--- config.mk ---
export PLATFORM = sky130hd
export DESIGN_NAME = eint_ctrl
export DESIGN_NICKNAME = d
export VERILOG_FILES = /design/src/rtl/eint_pkg.sv /design/src/rtl/eint_sync.sv /design/src/rtl/eint_line.sv /design/src/rtl/eint_group.sv /design/src/rtl/eint_ctrl.sv
export SDC_FILE = /design/constraint.sdc
export NUM_CORES = 1
export LEC_CHECK = 0
export BUFFER_PORTS_ARGS = -buffer_cell sky130_fd_sc_hd__buf_2
export CAP_MARGIN = 30
export CORE_MARGIN = 2
export CORE_UTILIZATION = 30
export CTS_CLUSTER_DIAMETER = 50
export DETAILED_ROUTE_END_ITERATION = 8
export GPL_ROUTABILITY_DRIVEN = 0
export GPL_TIMING_DRIVEN = 0
export PLACE_DENSITY_LB_ADDON = 0.08
export SKIP_CTS_REPAIR_TIMING = 1
export SYNTH_ARGS = -nofsm -noshare
export SYNTH_HDL_FRONTEND = slang
export SYNTH_HIERARCHICAL = 1
export SYNTH_SLANG_ARGS = --single-unit
--- constraint.sdc ---
create_clock -name clk -period 1.9 [get_ports clk]
set_input_delay 0.285 -clock clk [delete_from_list [all_inputs] [get_ports clk]]
set_output_delay 0.285 -clock clk [all_outputs]
set_load 0.02 [all_outputs]
--- src/rtl/eint_pkg.sv ---
package eint_pkg;

  // Trigger evaluation for one line: mode field, synchronized level, level one cycle earlier
  function automatic logic trig_hit(input logic [2:0] mode, input logic cur, input logic prev);
    logic hit;
    case (mode[2:1])
      2'b00:   hit = mode[0] ? cur : ~cur;
      2'b01:   hit = prev & ~cur;
      2'b10:   hit = ~prev & cur;
      default: hit = prev ^ cur;
    endcase
    return hit;
  endfunction

  // First line of group g; group 0 is narrower than the others
  function automatic int grp_lo(input int g, input int first, input int size);
    return (g == 0) ? 0 : first + (g - 1) * size;
  endfunction

  function automatic int grp_hi(input int g, input int first, input int size);
    return (g == 0) ? first - 1 : first + g * size - 1;
  endfunction

  function automatic int grp_of(input int n, input int first, input int size);
    return (n < first) ? 0 : 1 + (n - first) / size;
  endfunction

endpackage

--- src/rtl/eint_sync.sv ---
module eint_sync #(
  parameter int WIDTH = 28
) (
  input  logic             clk,
  input  logic             rst,
  input  logic [WIDTH-1:0] async_in,
  output logic [WIDTH-1:0] sync_out
);

  logic [WIDTH-1:0] meta_q;
  logic [WIDTH-1:0] sync_q;

  always_ff @(posedge clk) begin
    if (rst) begin
      meta_q <= '0;
      sync_q <= '0;
    end else begin
      meta_q <= async_in;
      sync_q <= meta_q;
    end
  end

  assign sync_out = sync_q;

endmodule

--- src/rtl/eint_line.sv ---
module eint_line (
  input  logic       clk,
  input  logic       rst,
  input  logic       pin_s,
  input  logic [2:0] mode,
  input  logic       clr,
  output logic       pend
);

  logic prev_q;
  logic pend_q;
  logic hit;

  assign hit = eint_pkg::trig_hit(mode, pin_s, prev_q);

  always_ff @(posedge clk) begin
    if (rst) begin
      prev_q <= 1'b0;
      pend_q <= 1'b0;
    end else begin
      prev_q <= pin_s;
      // a fresh event takes priority over an acknowledge in the same cycle
      pend_q <= hit | (pend_q & ~clr);
    end
  end

  assign pend = pend_q;

  a_r7_clear_takes: assert property (@(posedge clk) disable iff (rst)
    (clr && !hit) |=> !pend_q);

  a_r7_hold_without_clear: assert property (@(posedge clk) disable iff (rst)
    (!clr && pend_q) |=> pend_q);

  a_r9_event_beats_clear: assert property (@(posedge clk) disable iff (rst)
    (clr && hit) |=> pend_q);

  a_r8_high_level_rearms: assert property (@(posedge clk) disable iff (rst)
    (mode == 3'b001 && pin_s) |=> pend_q);

  a_r5_rise_edge: assert property (@(posedge clk) disable iff (rst)
    (mode[2:1] == 2'b10 && pin_s && !prev_q) |=> pend_q);

endmodule

--- src/rtl/eint_group.sv ---
module eint_group #(
  parameter int NUM_LINES = 28,
  parameter int NUM_GRPS  = 4,
  parameter int FIRST_GRP = 4,
  parameter int GRP_SIZE  = 8
) (
  input  logic                 clk,
  input  logic                 rst,
  input  logic [NUM_LINES-1:0] active,
  output logic [NUM_GRPS-1:0]  grp_irq
);

  logic [NUM_GRPS-1:0] grp_d;
  logic [NUM_GRPS-1:0] grp_q;

  for (genvar g = 0; g < NUM_GRPS; g++) begin : g_grp
    localparam int LO = eint_pkg::grp_lo(g, FIRST_GRP, GRP_SIZE);
    localparam int HI = eint_pkg::grp_hi(g, FIRST_GRP, GRP_SIZE);
    assign grp_d[g] = |active[HI:LO];
  end

  always_ff @(posedge clk) begin
    if (rst) grp_q <= '0;
    else     grp_q <= grp_d;
  end

  assign grp_irq = grp_q;

endmodule

--- src/rtl/eint_ctrl.sv ---
module eint_ctrl #(
  parameter int NUM_LINES = 28,
  parameter int DATA_W    = 32,
  parameter int ADDR_W    = 2,
  parameter int NUM_GRPS  = 4,
  parameter int FIRST_GRP = 4,
  parameter int GRP_SIZE  = 8
) (
  input  logic                 clk,
  input  logic                 rst,
  input  logic [NUM_LINES-1:0] ext_irq_in,
  input  logic                 req_valid,
  input  logic                 req_write,
  input  logic [ADDR_W-1:0]    req_addr,
  input  logic [DATA_W-1:0]    req_wdata,
  output logic [DATA_W-1:0]    rd_data,
  output logic [NUM_GRPS-1:0]  irq_grp
);

  localparam int FIELD_W     = 3;
  localparam int FIELD_PITCH = 4;
  localparam int FPR         = DATA_W / FIELD_PITCH;
  localparam int NUM_PAIRS   = (NUM_LINES + 1) / 2;
  localparam int NUM_CFG     = (NUM_PAIRS + FPR - 1) / FPR;
  localparam int MASK_ADDR   = NUM_CFG;
  localparam int PEND_ADDR   = NUM_CFG + 1;
  localparam int PAD_W       = DATA_W - NUM_LINES;

  logic                   wr_en;
  logic                   rd_en;
  logic [FIELD_W-1:0]     cfg_q [NUM_PAIRS];
  logic [NUM_LINES-1:0]   mask_q;
  logic [NUM_LINES-1:0]   pend;
  logic [NUM_LINES-1:0]   clr_vec;
  logic [NUM_LINES-1:0]   pin_s;
  logic [DATA_W-1:0]      cfg_word [NUM_CFG];
  logic [DATA_W-1:0]      rd_mux;
  logic [DATA_W-1:0]      rd_q;

  assign wr_en   = req_valid & req_write;
  assign rd_en   = req_valid & ~req_write;
  assign clr_vec = (wr_en && int'(req_addr) == PEND_ADDR) ? req_wdata[NUM_LINES-1:0] : '0;

  // trigger fields, one per line pair
  always_ff @(posedge clk) begin
    if (rst) begin
      for (int p = 0; p < NUM_PAIRS; p++) cfg_q[p] <= '0;
    end else if (wr_en) begin
      for (int p = 0; p < NUM_PAIRS; p++) begin
        if (int'(req_addr) == p / FPR)
          cfg_q[p] <= req_wdata[(p % FPR) * FIELD_PITCH +: FIELD_W];
      end
    end
  end

  always_ff @(posedge clk) begin
    if (rst)                                     mask_q <= '1;
    else if (wr_en && int'(req_addr) == MASK_ADDR) mask_q <= req_wdata[NUM_LINES-1:0];
  end

  eint_sync #(.WIDTH(NUM_LINES)) u_sync (
    .clk      (clk),
    .rst      (rst),
    .async_in (ext_irq_in),
    .sync_out (pin_s)
  );

  for (genvar n = 0; n < NUM_LINES; n++) begin : g_line
    eint_line u_line (
      .clk   (clk),
      .rst   (rst),
      .pin_s (pin_s[n]),
      .mode  (cfg_q[n / 2]),
      .clr   (clr_vec[n]),
      .pend  (pend[n])
    );
  end

  eint_group #(
    .NUM_LINES (NUM_LINES),
    .NUM_GRPS  (NUM_GRPS),
    .FIRST_GRP (FIRST_GRP),
    .GRP_SIZE  (GRP_SIZE)
  ) u_group (
    .clk     (clk),
    .rst     (rst),
    .active  (pend & ~mask_q),
    .grp_irq (irq_grp)
  );

  // read-back words
  always_comb begin
    for (int r = 0; r < NUM_CFG; r++) cfg_word[r] = '0;
    for (int p = 0; p < NUM_PAIRS; p++)
      cfg_word[p / FPR][(p % FPR) * FIELD_PITCH +: FIELD_W] = cfg_q[p];
  end

  always_comb begin
    rd_mux = '0;
    for (int r = 0; r < NUM_CFG; r++)
      if (int'(req_addr) == r) rd_mux = cfg_word[r];
    if (int'(req_addr) == MASK_ADDR) rd_mux = {{PAD_W{1'b0}}, mask_q};
    if (int'(req_addr) == PEND_ADDR) rd_mux = {{PAD_W{1'b0}}, pend};
  end

  always_ff @(posedge clk) begin
    if (rst)        rd_q <= '0;
    else if (rd_en) rd_q <= rd_mux;
  end

  assign rd_data = rd_q;

  a_r2_mask_readback: assert property (@(posedge clk) disable iff (rst)
    (rd_en && int'(req_addr) == MASK_ADDR) |=> rd_data == {{PAD_W{1'b0}}, $past(mask_q)});

  a_r6_all_masked_quiet: assert property (@(posedge clk) disable iff (rst)
    (&mask_q) |=> irq_grp == '0);

  for (genvar n = 0; n < NUM_LINES; n++) begin : g_chk
    localparam int G = eint_pkg::grp_of(n, FIRST_GRP, GRP_SIZE);
    a_r10_line_reaches_group: assert property (@(posedge clk) disable iff (rst)
      (pend[n] && !mask_q[n]) |=> irq_grp[G]);
  end

endmodule

Word-level counts from Yosys, hierarchy flattened:

Memories as Yosys holds them, arrays and structs flattened.
Cells that the tools add are included.

* bits in registers: 176
* memories kept: 1
* output and inout bits: 36
* memory bits (read-only): 0
* bits in writable memories: 42
* word-level logic and storage cells: 442
* bits in latches: 0

* magnitude comparators: 0
* multiply operators: 0
* reductions and logical operators: 21
* shift operators: 0
* bitwise gates (word level): 243
* divide/modulo/power cells: 0
* add/subtract/negate cells: 0
* equal/unequal tests: 31
* mux-type cells: 85

Memories
* cfg_q: words 14, width 3, rd ports 14, clocked after memory_dff 0, wr ports 14, line eint_ctrl.sv:31 `logic [FIELD_W-1:0] cfg_q [NUM_PAIRS];`

Operator list (count)
* $mux 32: 3
* $and 1x1->1: 86
* $not 1->1: 85
* $pmux 1 s3: 28
* $mux 3: 14
* $or 1x1->1: 42
* $mux 1: 38
* $eq 2x2->1 const B: 16
* $mux 31: 1
* $eq 2x1->1 const B: 15
* $logic_not 2->1: 15
* $and 28x28->28: 1
* $mux 28: 1
* $not 28->28: 1
* $xor 1x1->1: 28
* $reduce_or 8->1: 3
* $reduce_or 4->1: 1
* $logic_and 1x1->1: 2

Logic depth before layout (Yosys ltp):

* depth after elaboration: 6
* mapped depth: 8
* depth with buffers taken out: 6

By module:

The synthesis kept the hierarchy.

By module, submodules not included
* eint_ctrl: cells each 443, instances 1, seq. area each 2442.3 um^2, area each 4738.3 um^2
* eint_line: cells each 14, instances 28, seq. area each 40.0 um^2, area each 130.1 um^2
* eint_sync: cells each 118, instances 1, seq. area each 1121.1 um^2, area each 1610.3 um^2
* eint_group: cells each 15, instances 1, seq. area each 80.1 um^2, area each 142.6 um^2

Worst setup path after synthesis:

Ideal clock, no wire load.

* path type: input port to flip-flop
* from: input port req_addr[1]
* to: memory cfg_q[8][0], in the netlist cfg_q[0][24] (enable)
* buffers on the path: 2
* library setup time: 0.397 ns
* arrival: 1.539 ns
* cell stages on the path: 3
* required time: 1.503 ns
* setup slack: -0.036 ns
* path through: buf_4 buf_2 o21bai_1

RTL lines
* start: declaration: line eint_ctrl.sv:14 `input logic [ADDR_W-1:0] req_addr,`
* end: declaration: line eint_ctrl.sv:31

==> flow_summary.toml <==
[clock_tree]
cts.sinks = 217
clock_latency_ps = 490
clkTransAtPathRegs_ps = 50
cts_tree = "done"
cts_buffer_depth = 3
cts_buffers = 34
cts_htree_levels = 2
root_buffer = "clkbuf_16"

[floorplanning]
die_h_um = 188
start_util_pct = 30.4
row_count = 67
dieArea_um2 = 35300
core_area_um2 = 33400
die_x_um = 188
ios = 102

[drt]
drt_iter0_drc = 363
routedWlPerCell_um = 18.6
final_antenna_net_count = 0
vias = 7134
highest_layer = "met4"
dr_wl_met2_um = 13200
drc = 0
via_per_inst = 4.50
wl_met1_um = 14700
drt_pre_antenna_iters = 5
dr_wl_met3_um = 1100
routed_wl_um = 29500

[layout]
multi_input_area_um2 = 4920
drive_above_1_share_pct = 24.7
fin_cells = 1587
n_fill_cell = 3412
diodes = 0
layout.nets = 1235
area_growth_pct = 24.1
ff_latch_area_um2 = 4760

[critical_path]
arrival_ps = 1950
cp-end-kind = "register"
crit_fanout = 34
cp.required_ps = 2100
reg2reg_depth = 3
timing.rr.start = "g_line[17].u_line/pend"
startpoint_type = "primary input"
worstReg2RegEnd = "u_group/grp_irq[2]"
worstSetupEndpoint = "cfg_q[0][37]"
rrSetupSlack_ps = 410
crit_start = "rst"
crit_type = "primary input to register"

[grt]
grt_overflow = 0
grt_usage_pct = 16.9
grt_max_degree = 35
grt_pass1_vias = 7075
grt_pass1_wl_um = 44500
antenna_found_initial = 1

[run]
cap_violations = 0

[placement]
placed_cells = 1515
portBuffers = 97
dp_slack_ps = -1300
place_hpwl_um = 21500

[pwr]
peakVddDrop_v = 0.000557
p_total_uw = 13000
cellPowerDensity_nw_per_um2 = 1040
leakage_uw = 0.00534

[synthesis]
synthDistinctLibCells = 39
syn_area_um2 = 10100
dominantRegCellSynth = "dfxtp_1"
syn_avg_cell_area_um2 = 10.5
synth_top_area_share_pct = 34.6
synth_nets = 1090
synth_common_cells = "dfxtp_1, nand2_1, nor2b_1"
ys_ff_latch = 217
ys_seq_area_share_pct = 47.0
synth_most_common_cell = "dfxtp_1"
synth_cells = 968
synth_edf_count = 42
synthArstFlopShare_pct = 0
synth_top_area_cell = "dfxtp_1"
synth_area_leaders = "dfxtp_1, edfxtp_1, ha_1, nand2_1, a311oi_2"
ys_warn_count = 6

[sta]
fin_crit_sh_pct = 91.9
rsz0062_at_grt = "false"
fmax_mhz = 573
fin_crit_ps = 1750
worst_slack_ps = 154
setup_viol = 0
skew_ps = 9.66
hold_viol = 0
worstMarginPinSlew_ps = 803
max_slew_margin_pct = 46.5
setup_tns_ps = 0
maxSlewViolCount = 0

[status]
status = "complete, no violations"

[hold_path]
hp-class = "primary input to register"
==> critical path, cell delays in order <==
cell,delay [ps]
clkbuf_8,300
buf_12,280
clkbuf_4,280
clkbuf_4,270
o21bai_4,260
buf_16,210
==> worst min-delay path by stage <==
| stage | start | end | slack [ps] | depth (start not counted) |
|---|---|---|---|---|
| after CTS | ext_irq_in[1] | u_sync/meta_q[1] | -30 | 2 |
| after detailed placement | u_sync/meta_q[10] | u_sync/sync_out[10] | 420 | 1 |
| after global routing | ext_irq_in[0] | u_sync/meta_q[0] | 0.3 | 2 |
| after global placement | u_sync/meta_q[3] | u_sync/sync_out[3] | 420 | 1 |
| final | ext_irq_in[9] | u_sync/meta_q[9] | 1 | 2 |
| after floorplan | rst | g_line[0].u_line/prev_q | 350 | 1 |
==> registers in the layout (all words and copies together) (netlist names) <==
name                  flops
g_line.u_line/pend       28
u_sync/meta_q            28
cfg_q                    42
g_line.u_line/prev_q     28
rd_data                  31
u_sync/sync_out          28
u_group/grp_irq           4
mask_q                   28
==> through the flow <==
step	area, µm²	hold slack [ps]	util (%)
floorplan	10100	352	-
global placement	11200	418	33.5
detailed placement	11200	420	33.7
CTS	12400	-30.8	37.3
global route	12600	0.261	37.7
finish	12600	0.986	37.7
==> placed cells by master (no fill, tap or decap), types with 31 or more instances in the layout <==
cell type and n:
ha_1 56, nor2b_2 31, nor2_1 39, dfxtp_1 175
edfxtp_1 42, a21oi_1 52, nor2b_1 66, buf_2 103
nand2_1 123, inv_1 57, and2_1 58, clkbuf_16 38
==> layout make-up <==
| class | count | area share [%] |
|---|---|---|
| sequential | 217 | 37.9 |
| multi-input combinational | 656 | 39.1 |
| inverter | 57 | 1.70 |
| clock inverter | 14 | 1.28 |
| timing repair buffer | 109 | 5.10 |
| clock buffer | 48 | 8.34 |
| buffer | 38 | 2.11 |
| tap | 448 | 4.46 |
==> cells by family (layout without fill, tap and decap cells) <==
kind of cell    Yosys count  count (layout)  synth area share [%]
flops                   217             217                  47.0
other cells               1               1                0.0370
simple gates            395             395                  22.0
compound gates          148             148                  11.8
xor+xnor                 28              28                  2.42
mux                      28              28                  5.15
buf+inv                  95             266                  4.64
fa+ha+maj                56              56                  6.91
==> metal layers <==
layer  vias to the layer above  track usage, %
li1                       3586               -
met2                       139            26.9
met5                         -               0
met3                        34            2.73
met1                      3375            23.9
met4                         0            3.91
==> where the power goes <==
group          switching [µW]  internal, µW  leakage [µW]
clock                    2250          4270      0.000598
sequential                293          4980       0.00185
combinational             661           579       0.00289
total                    3200          9830       0.00534
No activity file was read; power rests on OpenSTA's default activity.
